==> config.mk <==
export PLATFORM = sky130hd
export DESIGN_NAME = pwm_bank_ctrl
export DESIGN_NICKNAME = d
export VERILOG_FILES = /design/src/rtl/pwm_pkg.sv /design/src/rtl/pwm_prescaler.sv /design/src/rtl/pwm_channel.sv /design/src/rtl/pwm_bank_ctrl.sv
export SDC_FILE = /design/constraint.sdc
export NUM_CORES = 1
export LEC_CHECK = 0
export ABC_AREA = 0
export CAP_MARGIN = 20
export CORE_AREA = 2 2 211 234
export CTS_BUF_LIST = sky130_fd_sc_hd__clkbuf_4
export CTS_CLUSTER_DIAMETER = 100
export DETAILED_ROUTE_END_ITERATION = 8
export DIE_AREA = 0 0 213 236
export DONT_BUFFER_PORTS = 1
export REMOVE_ABC_BUFFERS = 1
export SLEW_MARGIN = 10
export SYNTH_ARGS = -nofsm -noshare
export SYNTH_HDL_FRONTEND = slang
export SYNTH_SLANG_ARGS = --single-unit
==> constraint.sdc <==
create_clock -name clk -period 4.47 [get_ports clk]
set_input_delay 0.6705 -clock clk [delete_from_list [all_inputs] [get_ports clk]]
set_output_delay 0.6705 -clock clk [all_outputs]
set_load 0.1 [all_outputs]
==> src/rtl/pwm_pkg.sv <==
package pwm_pkg;
  timeunit 1ns; timeprecision 1ps;

  localparam int MAX_PSC = 10;

  localparam logic [11:0] OFF_START = 12'h004;
  localparam logic [11:0] OFF_STOP  = 12'h008;
  localparam logic [11:0] OFF_RUN   = 12'h00C;
  localparam logic [11:0] OFF_FLAG  = 12'h01C;

  localparam int BANK_BASE   = 32'h200;
  localparam int BANK_STRIDE = 32;

  localparam logic [4:0] SUB_MODE = 5'h00;
  localparam logic [4:0] SUB_DUTY = 5'h04;
  localparam logic [4:0] SUB_PER  = 5'h08;
  localparam logic [4:0] SUB_UPD  = 5'h10;

  typedef struct packed {
    logic       upd_sel;  // update target: 0 duty, 1 period
    logic       pol;      // inverted active level
    logic [3:0] psc;      // prescale exponent, already clamped
  } mode_t;

  function automatic logic [3:0] clamp_psc(input logic [3:0] p);
    return (p > 4'(MAX_PSC)) ? 4'(MAX_PSC) : p;
  endfunction

  function automatic logic [31:0] mode_word(input mode_t m);
    logic [31:0] w;
    w = '0;
    w[3:0] = m.psc;
    w[9]   = m.pol;
    w[10]  = m.upd_sel;
    return w;
  endfunction
endpackage

==> src/rtl/pwm_prescaler.sv <==
module pwm_prescaler #(
  parameter int MAXP = 10
) (
  input  logic       clk,
  input  logic       rst_n,
  input  logic       run,
  input  logic [3:0] psc,
  output logic       tick
);
  timeunit 1ns; timeprecision 1ps;

  localparam int DVW = MAXP + 1;

  logic [DVW-1:0] div_q;
  logic [DVW-1:0] limit;

  assign limit = (DVW'(1) << psc) - DVW'(1);
  assign tick  = run && (div_q == limit);

  // free-running divider, held at zero while the channel is stopped
  always_ff @(posedge clk) begin
    if (!rst_n)             div_q <= '0;
    else if (!run || tick)  div_q <= '0;
    else                    div_q <= div_q + DVW'(1);
  end
endmodule

==> src/rtl/pwm_channel.sv <==
module pwm_channel
  import pwm_pkg::*;
#(
  parameter int CW = 16
) (
  input  logic          clk,
  input  logic          rst_n,
  input  logic          start,
  input  logic          stop,
  input  logic          wr_mode,
  input  logic          wr_duty,
  input  logic          wr_per,
  input  logic          wr_upd,
  input  mode_t         mode_in,
  input  logic [CW-1:0] val_in,
  output logic          running,
  output logic          period_end,
  output logic          pwm,
  output mode_t         mode_q,
  output logic [CW-1:0] duty_q,
  output logic [CW-1:0] per_q
);
  timeunit 1ns; timeprecision 1ps;

  logic          tick;
  logic          stop_pend;
  logic          pend_vld;
  logic          pend_tgt;
  logic [CW-1:0] pend_val;
  logic [CW-1:0] cnt_q;
  logic [CW-1:0] eff_per;
  logic          active;
  logic          stop_now;

  pwm_prescaler #(.MAXP(MAX_PSC)) u_psc (
    .clk   (clk),
    .rst_n (rst_n),
    .run   (running),
    .psc   (mode_q.psc),
    .tick  (tick)
  );

  assign eff_per    = (per_q == '0) ? CW'(1) : per_q;
  assign period_end = tick && (cnt_q == eff_per - CW'(1));
  assign active     = running && (duty_q < eff_per) && (cnt_q >= duty_q);
  assign pwm        = active ^ mode_q.pol;
  assign stop_now   = (stop_pend && !start) || stop;

  always_ff @(posedge clk) begin
    if (!rst_n) begin
      running   <= 1'b0;
      stop_pend <= 1'b0;
      cnt_q     <= '0;
      mode_q    <= '0;
      duty_q    <= '0;
      per_q     <= '0;
    end else if (!running) begin
      if (wr_mode) begin
        mode_q.upd_sel <= mode_in.upd_sel;
        mode_q.pol     <= mode_in.pol;
        mode_q.psc     <= clamp_psc(mode_in.psc);
      end
      if (wr_duty) duty_q <= val_in;
      if (wr_per)  per_q  <= val_in;
      if (start) begin
        running   <= 1'b1;
        cnt_q     <= '0;
        stop_pend <= 1'b0;
      end
    end else begin
      if (start)     stop_pend <= 1'b0;
      else if (stop) stop_pend <= 1'b1;
      if (period_end) begin
        cnt_q <= '0;
        if (pend_vld) begin
          if (pend_tgt) per_q  <= pend_val;
          else          duty_q <= pend_val;
        end
        if (stop_now) begin
          running   <= 1'b0;
          stop_pend <= 1'b0;
        end
      end else if (tick) begin
        cnt_q <= cnt_q + CW'(1);
      end
    end
  end

  // pending update slot; a new write wins over the boundary clear
  always_ff @(posedge clk) begin
    if (!rst_n) begin
      pend_vld <= 1'b0;
      pend_tgt <= 1'b0;
      pend_val <= '0;
    end else begin
      if (period_end) pend_vld <= 1'b0;
      if (wr_upd) begin
        pend_vld <= 1'b1;
        pend_tgt <= mode_q.upd_sel;
        pend_val <= val_in;
      end
    end
  end
endmodule

==> src/rtl/pwm_bank_ctrl.sv <==
module pwm_bank_ctrl
  import pwm_pkg::*;
#(
  parameter int NCH = 4,
  parameter int CW  = 16,
  parameter int AW  = 12,
  parameter int DW  = 32
) (
  input  logic           clk,
  input  logic           rst_n,
  input  logic [AW-1:0]  bus_addr,
  input  logic [DW-1:0]  bus_wdata,
  input  logic           bus_we,
  input  logic           bus_re,
  output logic [DW-1:0]  bus_rdata,
  output logic [NCH-1:0] pwm_out
);
  timeunit 1ns; timeprecision 1ps;

  localparam int CHW      = (NCH > 1) ? $clog2(NCH) : 1;
  localparam int SW       = $clog2(BANK_STRIDE);
  localparam int BANK_END = BANK_BASE + NCH * BANK_STRIDE;

  logic                    in_bank;
  logic [CHW-1:0]          sel_ch;
  logic [SW-1:0]           sub;
  logic                    hit_start, hit_stop, hit_flag;
  logic [NCH-1:0]          ch_run, ch_end, ch_pol;
  logic [NCH-1:0][CW-1:0]  ch_duty, ch_per;
  mode_t                   ch_mode [NCH];
  mode_t                   mode_in;
  logic [NCH-1:0]          isr_q;
  logic [DW-1:0]           rd_word;
  logic                    unused_wbits;

  assign in_bank   = (32'(bus_addr) >= BANK_BASE) && (32'(bus_addr) < BANK_END);
  assign sel_ch    = bus_addr[SW +: CHW];
  assign sub       = bus_addr[SW-1:0];
  assign hit_start = bus_we && (bus_addr == AW'(OFF_START));
  assign hit_stop  = bus_we && (bus_addr == AW'(OFF_STOP));
  assign hit_flag  = bus_re && (bus_addr == AW'(OFF_FLAG));

  assign mode_in.upd_sel = bus_wdata[10];
  assign mode_in.pol     = bus_wdata[9];
  assign mode_in.psc     = bus_wdata[3:0];
  assign unused_wbits    = ^bus_wdata;

  for (genvar n = 0; n < NCH; n++) begin : g_ch
    logic hit;
    assign hit = bus_we && in_bank && (sel_ch == CHW'(n));

    pwm_channel #(.CW(CW)) u_ch (
      .clk        (clk),
      .rst_n      (rst_n),
      .start      (hit_start && bus_wdata[n]),
      .stop       (hit_stop && bus_wdata[n]),
      .wr_mode    (hit && (sub == SUB_MODE)),
      .wr_duty    (hit && (sub == SUB_DUTY)),
      .wr_per     (hit && (sub == SUB_PER)),
      .wr_upd     (hit && (sub == SUB_UPD)),
      .mode_in    (mode_in),
      .val_in     (bus_wdata[CW-1:0]),
      .running    (ch_run[n]),
      .period_end (ch_end[n]),
      .pwm        (pwm_out[n]),
      .mode_q     (ch_mode[n]),
      .duty_q     (ch_duty[n]),
      .per_q      (ch_per[n])
    );

    assign ch_pol[n] = ch_mode[n].pol;
  end

  always_comb begin
    rd_word = '0;
    if (bus_addr == AW'(OFF_RUN)) begin
      rd_word = DW'(ch_run);
    end else if (bus_addr == AW'(OFF_FLAG)) begin
      rd_word = DW'(isr_q);
    end else if (in_bank) begin
      case (sub)
        SUB_MODE: rd_word = DW'(mode_word(ch_mode[sel_ch]));
        SUB_DUTY: rd_word = DW'(ch_duty[sel_ch]);
        SUB_PER:  rd_word = DW'(ch_per[sel_ch]);
        default:  rd_word = '0;
      endcase
    end
  end

  always_ff @(posedge clk) begin
    if (!rst_n) begin
      isr_q     <= '0;
      bus_rdata <= '0;
    end else begin
      isr_q     <= (hit_flag ? '0 : isr_q) | ch_end;
      bus_rdata <= bus_re ? rd_word : '0;
    end
  end
endmodule

==> results of run 1 <==
-- synth_stat cells (all sizes together), types with 6 or more instances --
master / n / share of area
a2111oi: 11 / 0.0049
a211oi: 12 / 0.0039
a21o: 39 / 0.013
a21oi: 151 / 0.033
a22oi: 13 / 0.0050
a31oi: 11 / 0.0030
a41oi: 7 / 0.0042
and2: 16 / 0.0043
and3: 44 / 0.012
and4: 10 / 0.0039
buf: 58 / 0.016
clkbuf: 141 / 0.023
dfxtp: 360 / 0.31
ha: 140 / 0.075
inv: 149 / 0.024
mux2: 33 / 0.016
mux2i: 121 / 0.052
mux4: 38 / 0.037
nand2: 321 / 0.052
nand2b: 20 / 0.0054
nand3: 100 / 0.022
nand3b: 8 / 0.0026
nand4: 47 / 0.013
nand4b: 8 / 0.0037
nor2: 302 / 0.049
nor2b: 22 / 0.0059
nor3: 61 / 0.014
nor3b: 15 / 0.0053
nor4: 47 / 0.016
nor4b: 9 / 0.0034
o211ai: 12 / 0.0041
o21a: 11 / 0.0035
o21ai: 73 / 0.016
o221a: 33 / 0.016
o22ai: 20 / 0.0054
o2bb2ai: 17 / 0.0064
o31ai: 6 / 0.0025
o41ai: 10 / 0.0038
or2: 13 / 0.0035
or3: 20 / 0.0054
or4: 12 / 0.0039
xnor2: 104 / 0.039
xor2: 82 / 0.031
-- layout make-up --
class | count | area share
Clock buffer | 140 | 0.0411
Tap cell | 652 | 0.0319
Antenna cell | 4 | 0.000391
Timing Repair Buffer | 116 | 0.0391
Multi-Input combinational cell | 2109 | 0.577
Sequential cell | 360 | 0.282
Inverter | 149 | 0.0220
Clock inverter | 35 | 0.00704
-- power by group through the flow --
stage / combinational, mW / sequential (mW) / clock (mW)
2_1_floorplan: 0.157 / 3.28 / 0
3_3_place_gp: 0.189 / 3.28 / 0
3_5_place_dp: 0.190 / 3.28 / 0
4_1_cts: 0.259 / 3.21 / 3.07
5_1_grt: 0.274 / 3.21 / 3.24
6_report: 0.267 / 3.21 / 3.01
-- how the worst min path moves through the flow --
stage	start	to	slack [ps]
6_report	bus_wdata[9]	g_ch[1].u_ch.duty_q[9]	70
5_1_grt	bus_wdata[13]	g_ch[2].u_ch.per_q[13]	30
4_1_cts	bus_wdata[13]	g_ch[2].u_ch.per_q[13]	4
3_5_place_dp	g_ch[0].u_ch.pend_val[1]	g_ch[0].u_ch.pend_val[1]	440
3_3_place_gp	g_ch[3].u_ch.pend_val[14]	g_ch[3].u_ch.pend_val[14]	440
2_1_floorplan	g_ch[0].u_ch.pend_val[0]	g_ch[0].u_ch.pend_val[0]	430
-- metrics by stage --
stage / cells / util
2_1_floorplan: 2618 / -
3_3_place_gp: 3364 / 0.499
5_1_grt: 3562 / 0.531
6_report: 3565 / 0.531
4_1_cts: 3559 / 0.530
3_5_place_dp: 3364 / 0.499
-- state kept, by name, summed over array words and instances, names as in the netlist --
signal / cells
g_ch.u_ch.cnt_q: 64
g_ch.u_ch.pend_tgt: 4
g_ch.u_ch.mode_q: 24
g_ch.u_ch.per_q: 64
g_ch.u_ch.stop_pend: 4
g_ch.u_ch.pend_vld: 4
g_ch.u_ch.pend_val: 64
g_ch.u_ch.duty_q: 64
isr_q: 4
g_ch.u_ch.running: 4
g_ch.u_ch.u_psc.div_q: 44
bus_rdata: 16
-- cells by family (layout without fill, tap and decap cells) --
kind of cell | Yosys count | after routing | share of synthesized area
AO/OA/AOI/OAI | 483 | 483 | 0.146
XOR/XNOR | 188 | 188 | 0.0719
adder cells (fa/ha/maj) | 140 | 140 | 0.0753
buffers and inverters | 348 | 440 | 0.0625
flip-flops | 360 | 360 | 0.310
multiplexers | 192 | 192 | 0.105
other | 1 | 20 | 0.000161
AND/OR/NAND/NOR | 1090 | 1090 | 0.230
-- worst register-to-register path: stages, from the launching register on --
cell and delay [ps]:
sky130_fd_sc_hd__dfxtp_1 330, sky130_fd_sc_hd__nor4_1 700, sky130_fd_sc_hd__a31oi_1 300, sky130_fd_sc_hd__ha_1 350
sky130_fd_sc_hd__and2_1 190, sky130_fd_sc_hd__o21a_1 190, sky130_fd_sc_hd__o31ai_1 270, sky130_fd_sc_hd__nand3_1 110
sky130_fd_sc_hd__or4_1 590, sky130_fd_sc_hd__nor3_4 280, sky130_fd_sc_hd__a41oi_4 450, sky130_fd_sc_hd__mux2i_1 240
-- what timing repair did --
item,in CTS,in global routing
gates resized for setup,8,8
hold buffers,20,0
endpoints found under the setup margin,3,14
pin swaps,0,1
buffers inserted,0,1
hold endpoints to repair,149,0
-- layer usage --
| metal | global-route usage | share of wire | vias to the layer above |
|---|---|---|---|
| met2 | 0.503 | 0.44 | 1038 |
| met1 | 0.412 | 0.40 | 10300 |
| met4 | 0.219 | 0.074 | 4 |
| met5 | 0 | 0.00039 | - |
| li1 | - | - | 10000 |
| met3 | 0.0712 | 0.094 | 329 |
==> impl_metrics.yaml, run 1 <==
clock_tree:
  cts_tree: "built"
  tritoncts.num_buffers: 99
  tritoncts_num_sinks: 360
  clockRootBuffer: "sky130_fd_sc_hd__clkbuf_4"
  path_clk_slew_ps: 70
  cts-root-to-sink-buffers: 3
  h-tree-depth: 3
  clk-insertion-delay-late_ps: 890
power_and_ir_drop:
  internal_pwr_total_mw: 4.78
  power-per-cell-area_nw_per_um2: 253
  combPwrFrac: 0.041
  power_switching_mw: 1.71
  leak_nw: 10.1
  power.sequential.fraction: 0.495
  fin_total_pwr_mw: 6.49
  power.ir.vdd_worst_v: 0.000168
  power_frac_clock: 0.464
  power_switching_share: 0.263
detailed_routing:
  antenna_left: 0
  drt_first_pass_iters: 6
  route.vias.total: 21700
  drt-initial-drc-count: 1964
  remaining_design_rule_violation_count: 0
  drt-vias-per-instance: 6.10
  finalWirelength_mm: 82.9
  wire_per_inst_um: 23.3
critical_path:
  crit_slowest_cell: "sky130_fd_sc_hd__or4_4"
  cp.arrival_ps: 3740
  cp.buffers_inverters: 1
  critPathRequiredTime_ps: 3800
  worstSetupEndpoint: "pwm_out[1]"
  critPathKind: "register to output pin"
  crit_path_start_kind: "register"
  critical_path.max_stage_delay_ps: 560
  timing.reg2reg.setup_slack_ps: 290
  cp.depth: 9
  worst_path_dominant_cell_family: "simple AND/OR/NAND/NOR gates"
  worst_setup_path_startpoint: "g_ch[1].u_ch.per_q[7]"
  crit_path_max_fanout: 3
  worst_r2r_endpoint: "g_ch[0].u_ch.per_q[9]"
  worst_r2r_src: "g_ch[0].u_ch.per_q[1]"
  cp_cell_sequence: "or4_4 -> nor4_4 -> a21oi_2 -> nor4_1 -> o211ai_1 -> a211o_1 -> nor3_4 -> xor2_2 -> buf_8"
  r2r_cell_count: 11
  setup.worst_path.end_class: "output pin"
layout:
  syn_to_final_growth_pct: 9.94
  post_route_cells_drive_above_1_share: 0.145
  most_common_library_cell_in_the_layout_ignoring_fill_and_taps: "sky130_fd_sc_hd__dfxtp_1"
  regArea_um2: 7210
  num-nets-final: 3023
  postLayoutCellArea_um2: 25600
  filler_cell_count: 4576
  multi_input_area_um2: 14800
  final_cell_mix: "sky130_fd_sc_hd__dfxtp_1 (360), sky130_fd_sc_hd__nand2_1 (318), sky130_fd_sc_hd__nor2_1 (302)"
die:
  top_level_ports: 84
  dieArea_um2: 50300
  placement_rows: 85
  floorplan_core_area_um2: 48200
  floorplan.die.height_um: 236
  chipWidth_um: 213
  start_util: 0.483
global_routing:
  grt_first_pass_wirelength_mm: 125
  number_of_antenna_violations_at_the_first_check_in_global_routing: 6
  grt_start_max_net_pins: 62
  grt_use_total: 0.328
  via_count_of_the_first_global_routing_pass: 20700
  total_congestion_overflow_after_global_routing: 0
logic_synthesis:
  synth_enable_flop_cells: 0
  synthesis.area_um2: 23300
  synthArstFlopShare: 0
  syn-mean-instance-area_um2: 8.31
  seq_area_frac_synth: 0.310
  post_synth_num_cell_types: 100
  synth.ff_latch_count: 360
  yosys_warnings: 0
  ys.flop_type: "sky130_fd_sc_hd__dfxtp_1"
  synth_cells: 2802
timing:
  slew_at_the_pin_with_the_worst_max_slew_slack_ps: 963
  final-setup-viol-count: 0
  min_clock_period_post_route_ps: 4410
  worst_slack_ps: 58.5
  slew_headroom: 0.357
  timing.setup.tns_ps: 0
  achievable-frequency_mhz: 227
  finalCritPeriodShare: 0.987
  fin_skew_ps: 74.9
  timing.final.max_slew_violations: 0
  fin_hold_ws_ps: 67.2
  finalHoldViolCount: 0
hold_path:
  whs_path_depth: 3
  hold_path_class: "primary input to register"
status:
  outcome: "completed"
placed_design:
  routabilityCongestion: 0.961
  detailedPlacementHpwl_mm: 57.1
  placement.io_buffers: 0
  post_place_setup_slack_ps: 279
  placed_cell_area_um2: 24000
job:
  maxCapViolations: 0
No activity file was read; power rests on OpenSTA's default activity.
==> run 2: changes to the inputs <==
--- a/config.mk
+++ b/config.mk
@@ -13,6 +13,7 @@
 export DETAILED_ROUTE_END_ITERATION = 8
 export DIE_AREA = 0 0 213 236
 export DONT_BUFFER_PORTS = 1
+export GPL_ROUTABILITY_DRIVEN = 1
 export REMOVE_ABC_BUFFERS = 1
 export SLEW_MARGIN = 10
 export SYNTH_ARGS = -nofsm -noshare
==> constraint.sdc (replaced) <==
create_clock -name clk -period 4.47 [get_ports clk]
set_input_delay 0.6705 -clock clk [delete_from_list [all_inputs] [get_ports clk]]
set_output_delay 0.6705 -clock clk [all_outputs]
set_load 0.01 [all_outputs]
==> impl_metrics.yaml, run 2 (same netlist as run 1, synthesis figures left out) <==
placed_design:
  routabilityCongestion: 0.969
  detailedPlacementHpwl_mm: 57.3
  numPlacedInstances: 3359
  post_place_setup_slack_ps: 245
  placement.io_buffers: 0
clock_tree:
  clk-insertion-delay-late_ps: 940
  clockRootBuffer: "sky130_fd_sc_hd__clkbuf_4"
  path_clk_slew_ps: 60
  cts-root-to-sink-buffers: 3
  tritoncts.num_buffers: 99
  h-tree-depth: 3
  tritoncts_num_sinks: 360
  cts_tree: "built"
critical_path:
  worst_r2r_endpoint: "g_ch[1].u_ch.duty_q[12]"
  r2r_cell_count: 13
  cp.buffers_inverters: 0
  cp_cell_sequence: "or3_1 -> nor4_1 -> a31oi_1 -> o21a_1 -> o21ai_0 -> a21oi_1 -> a221oi_1 -> xor2_1"
  worst_setup_path_startpoint: "g_ch[0].u_ch.per_q[15]"
  timing.reg2reg.setup_slack_ps: 230
  critPathRequiredTime_ps: 3800
  worstSetupEndpoint: "pwm_out[0]"
  crit_path_max_fanout: 3
  worst_r2r_src: "g_ch[1].u_ch.per_q[6]"
  crit_slowest_cell: "sky130_fd_sc_hd__nor4_1"
  crit_path_start_kind: "register"
  worst_path_dominant_cell_family: "compound AO/OA/AOI/OAI gates"
  cp.depth: 8
  setup.worst_path.end_class: "output pin"
  critical_path.max_stage_delay_ps: 450
  critPathKind: "register to output pin"
  cp.arrival_ps: 3680
layout:
  syn_to_final_growth_pct: 9.26
  final_cell_mix: "sky130_fd_sc_hd__dfxtp_1 (360), sky130_fd_sc_hd__nand2_1 (318), sky130_fd_sc_hd__nor2_1 (302)"
  layoutNonFillerInstCount: 3553
  num-nets-final: 3017
  post_route_cells_drive_above_1_share: 0.140
  filler_cell_count: 4592
  most_common_library_cell_in_the_layout_ignoring_fill_and_taps: "sky130_fd_sc_hd__dfxtp_1"
timing:
  final-setup-viol-count: 0
  slew_at_the_pin_with_the_worst_max_slew_slack_ps: 913
  slew_headroom: 0.390
  fin_skew_ps: 108
  min_clock_period_post_route_ps: 4350
  timing.setup.tns_ps: 0
  finalHoldViolCount: 0
  finalCritPeriodShare: 0.973
  fin_hold_ws_ps: 48.2
  worst_slack_ps: 121
  timing.final.max_slew_violations: 0
  achievable-frequency_mhz: 230
  rsz_0062_raised_after_global_routing: "true"
global_routing:
  number_of_antenna_violations_at_the_first_check_in_global_routing: 3
  via_count_of_the_first_global_routing_pass: 20700
  grt_use_total: 0.325
  grt_first_pass_wirelength_mm: 124
  grt_start_max_net_pins: 86
  total_congestion_overflow_after_global_routing: 0
die:
  dieArea_um2: 50300
  floorplan_core_area_um2: 48200
  placement_rows: 85
  top_level_ports: 84
  floorplan.die.height_um: 236
  start_util: 0.483
  chipWidth_um: 213
power_and_ir_drop:
  leak_nw: 10.0
  power.ir.vdd_worst_v: 0.000167
  fin_total_pwr_mw: 6.36
  power-per-cell-area_nw_per_um2: 250
detailed_routing:
  antenna_left: 0
  drt_first_pass_iters: 6
  remaining_design_rule_violation_count: 0
  drt-initial-drc-count: 1987
  wire_per_inst_um: 23.1
  route.vias.total: 21600
  drt-vias-per-instance: 6.08
  finalWirelength_mm: 82.2
hold_path:
  hold_path_class: "primary input to register"
job:
  maxCapViolations: 0
status:
  outcome: "completed"
==> run 2: how the worst min path moves through the flow <==
stage,from,endpoint,slack (ps),depth (start not counted)
floorplan,g_ch[0].u_ch.pend_val[0],g_ch[0].u_ch.pend_val[0],430,2
finish,bus_wdata[14],g_ch[1].u_ch.duty_q[14],50,3
global placement,g_ch[0].u_ch.pend_val[12],g_ch[0].u_ch.pend_val[12],430,2
CTS,bus_wdata[14],g_ch[1].u_ch.duty_q[14],1,3
detailed placement,g_ch[0].u_ch.pend_val[2],g_ch[0].u_ch.pend_val[2],440,2
global route,bus_wdata[2],g_ch[1].u_ch.per_q[2],50,2
==> run 2: through the flow <==
step,instance area (µm²),util
after floorplan,22400,-
after global placement,24000,0.497
after detailed placement,24000,0.497
after CTS,25400,0.527
after global routing,25400,0.528
final,25400,0.528
==> run 2: worst min-delay path: cells and delay by family <==
family,cells,cell delay [ps]
simple gates,2,130
compound gates,1,110
==> run 2: power breakdown <==
part           switching [mW]  internal [mW]
Clock                    1.47           1.47
Sequential           0.000470           3.21
Combinational           0.143         0.0696
Total                    1.61           4.75
==> run 2: repair_timing <==
action / CTS / global route
hold buffers: 19 / 0
hold endpoints to repair: 178 / 0
gates resized for setup: 2 / 5
pin swaps: 1 / 2
endpoints found under the setup margin: 2 / 12
setup buffers: 0 / 1
==> run 2: layer usage <==
metal | up-vias | global-route usage | part of all wire
met5 | - | 0 | 0.000085
met4 | 2 | 0.215 | 0.067
met3 | 282 | 0.0768 | 0.094
met2 | 970 | 0.501 | 0.44
met1 | 10300 | 0.402 | 0.39
li1 | 10000 | - | -
==> run 2: area by class of cell <==
cell class / instances / area (µm²) / share of cell area
antenna: 4 / 10.0 / 0.000394
clock buffer: 145 / 1090 / 0.0428
timing repair buffer: 110 / 928 / 0.0365
inverter: 149 / 562 / 0.0221
clock inverter: 24 / 104 / 0.00408
sequential: 360 / 7210 / 0.283
tap: 652 / 816 / 0.0321
multi-input combinational: 2109 / 14700 / 0.579
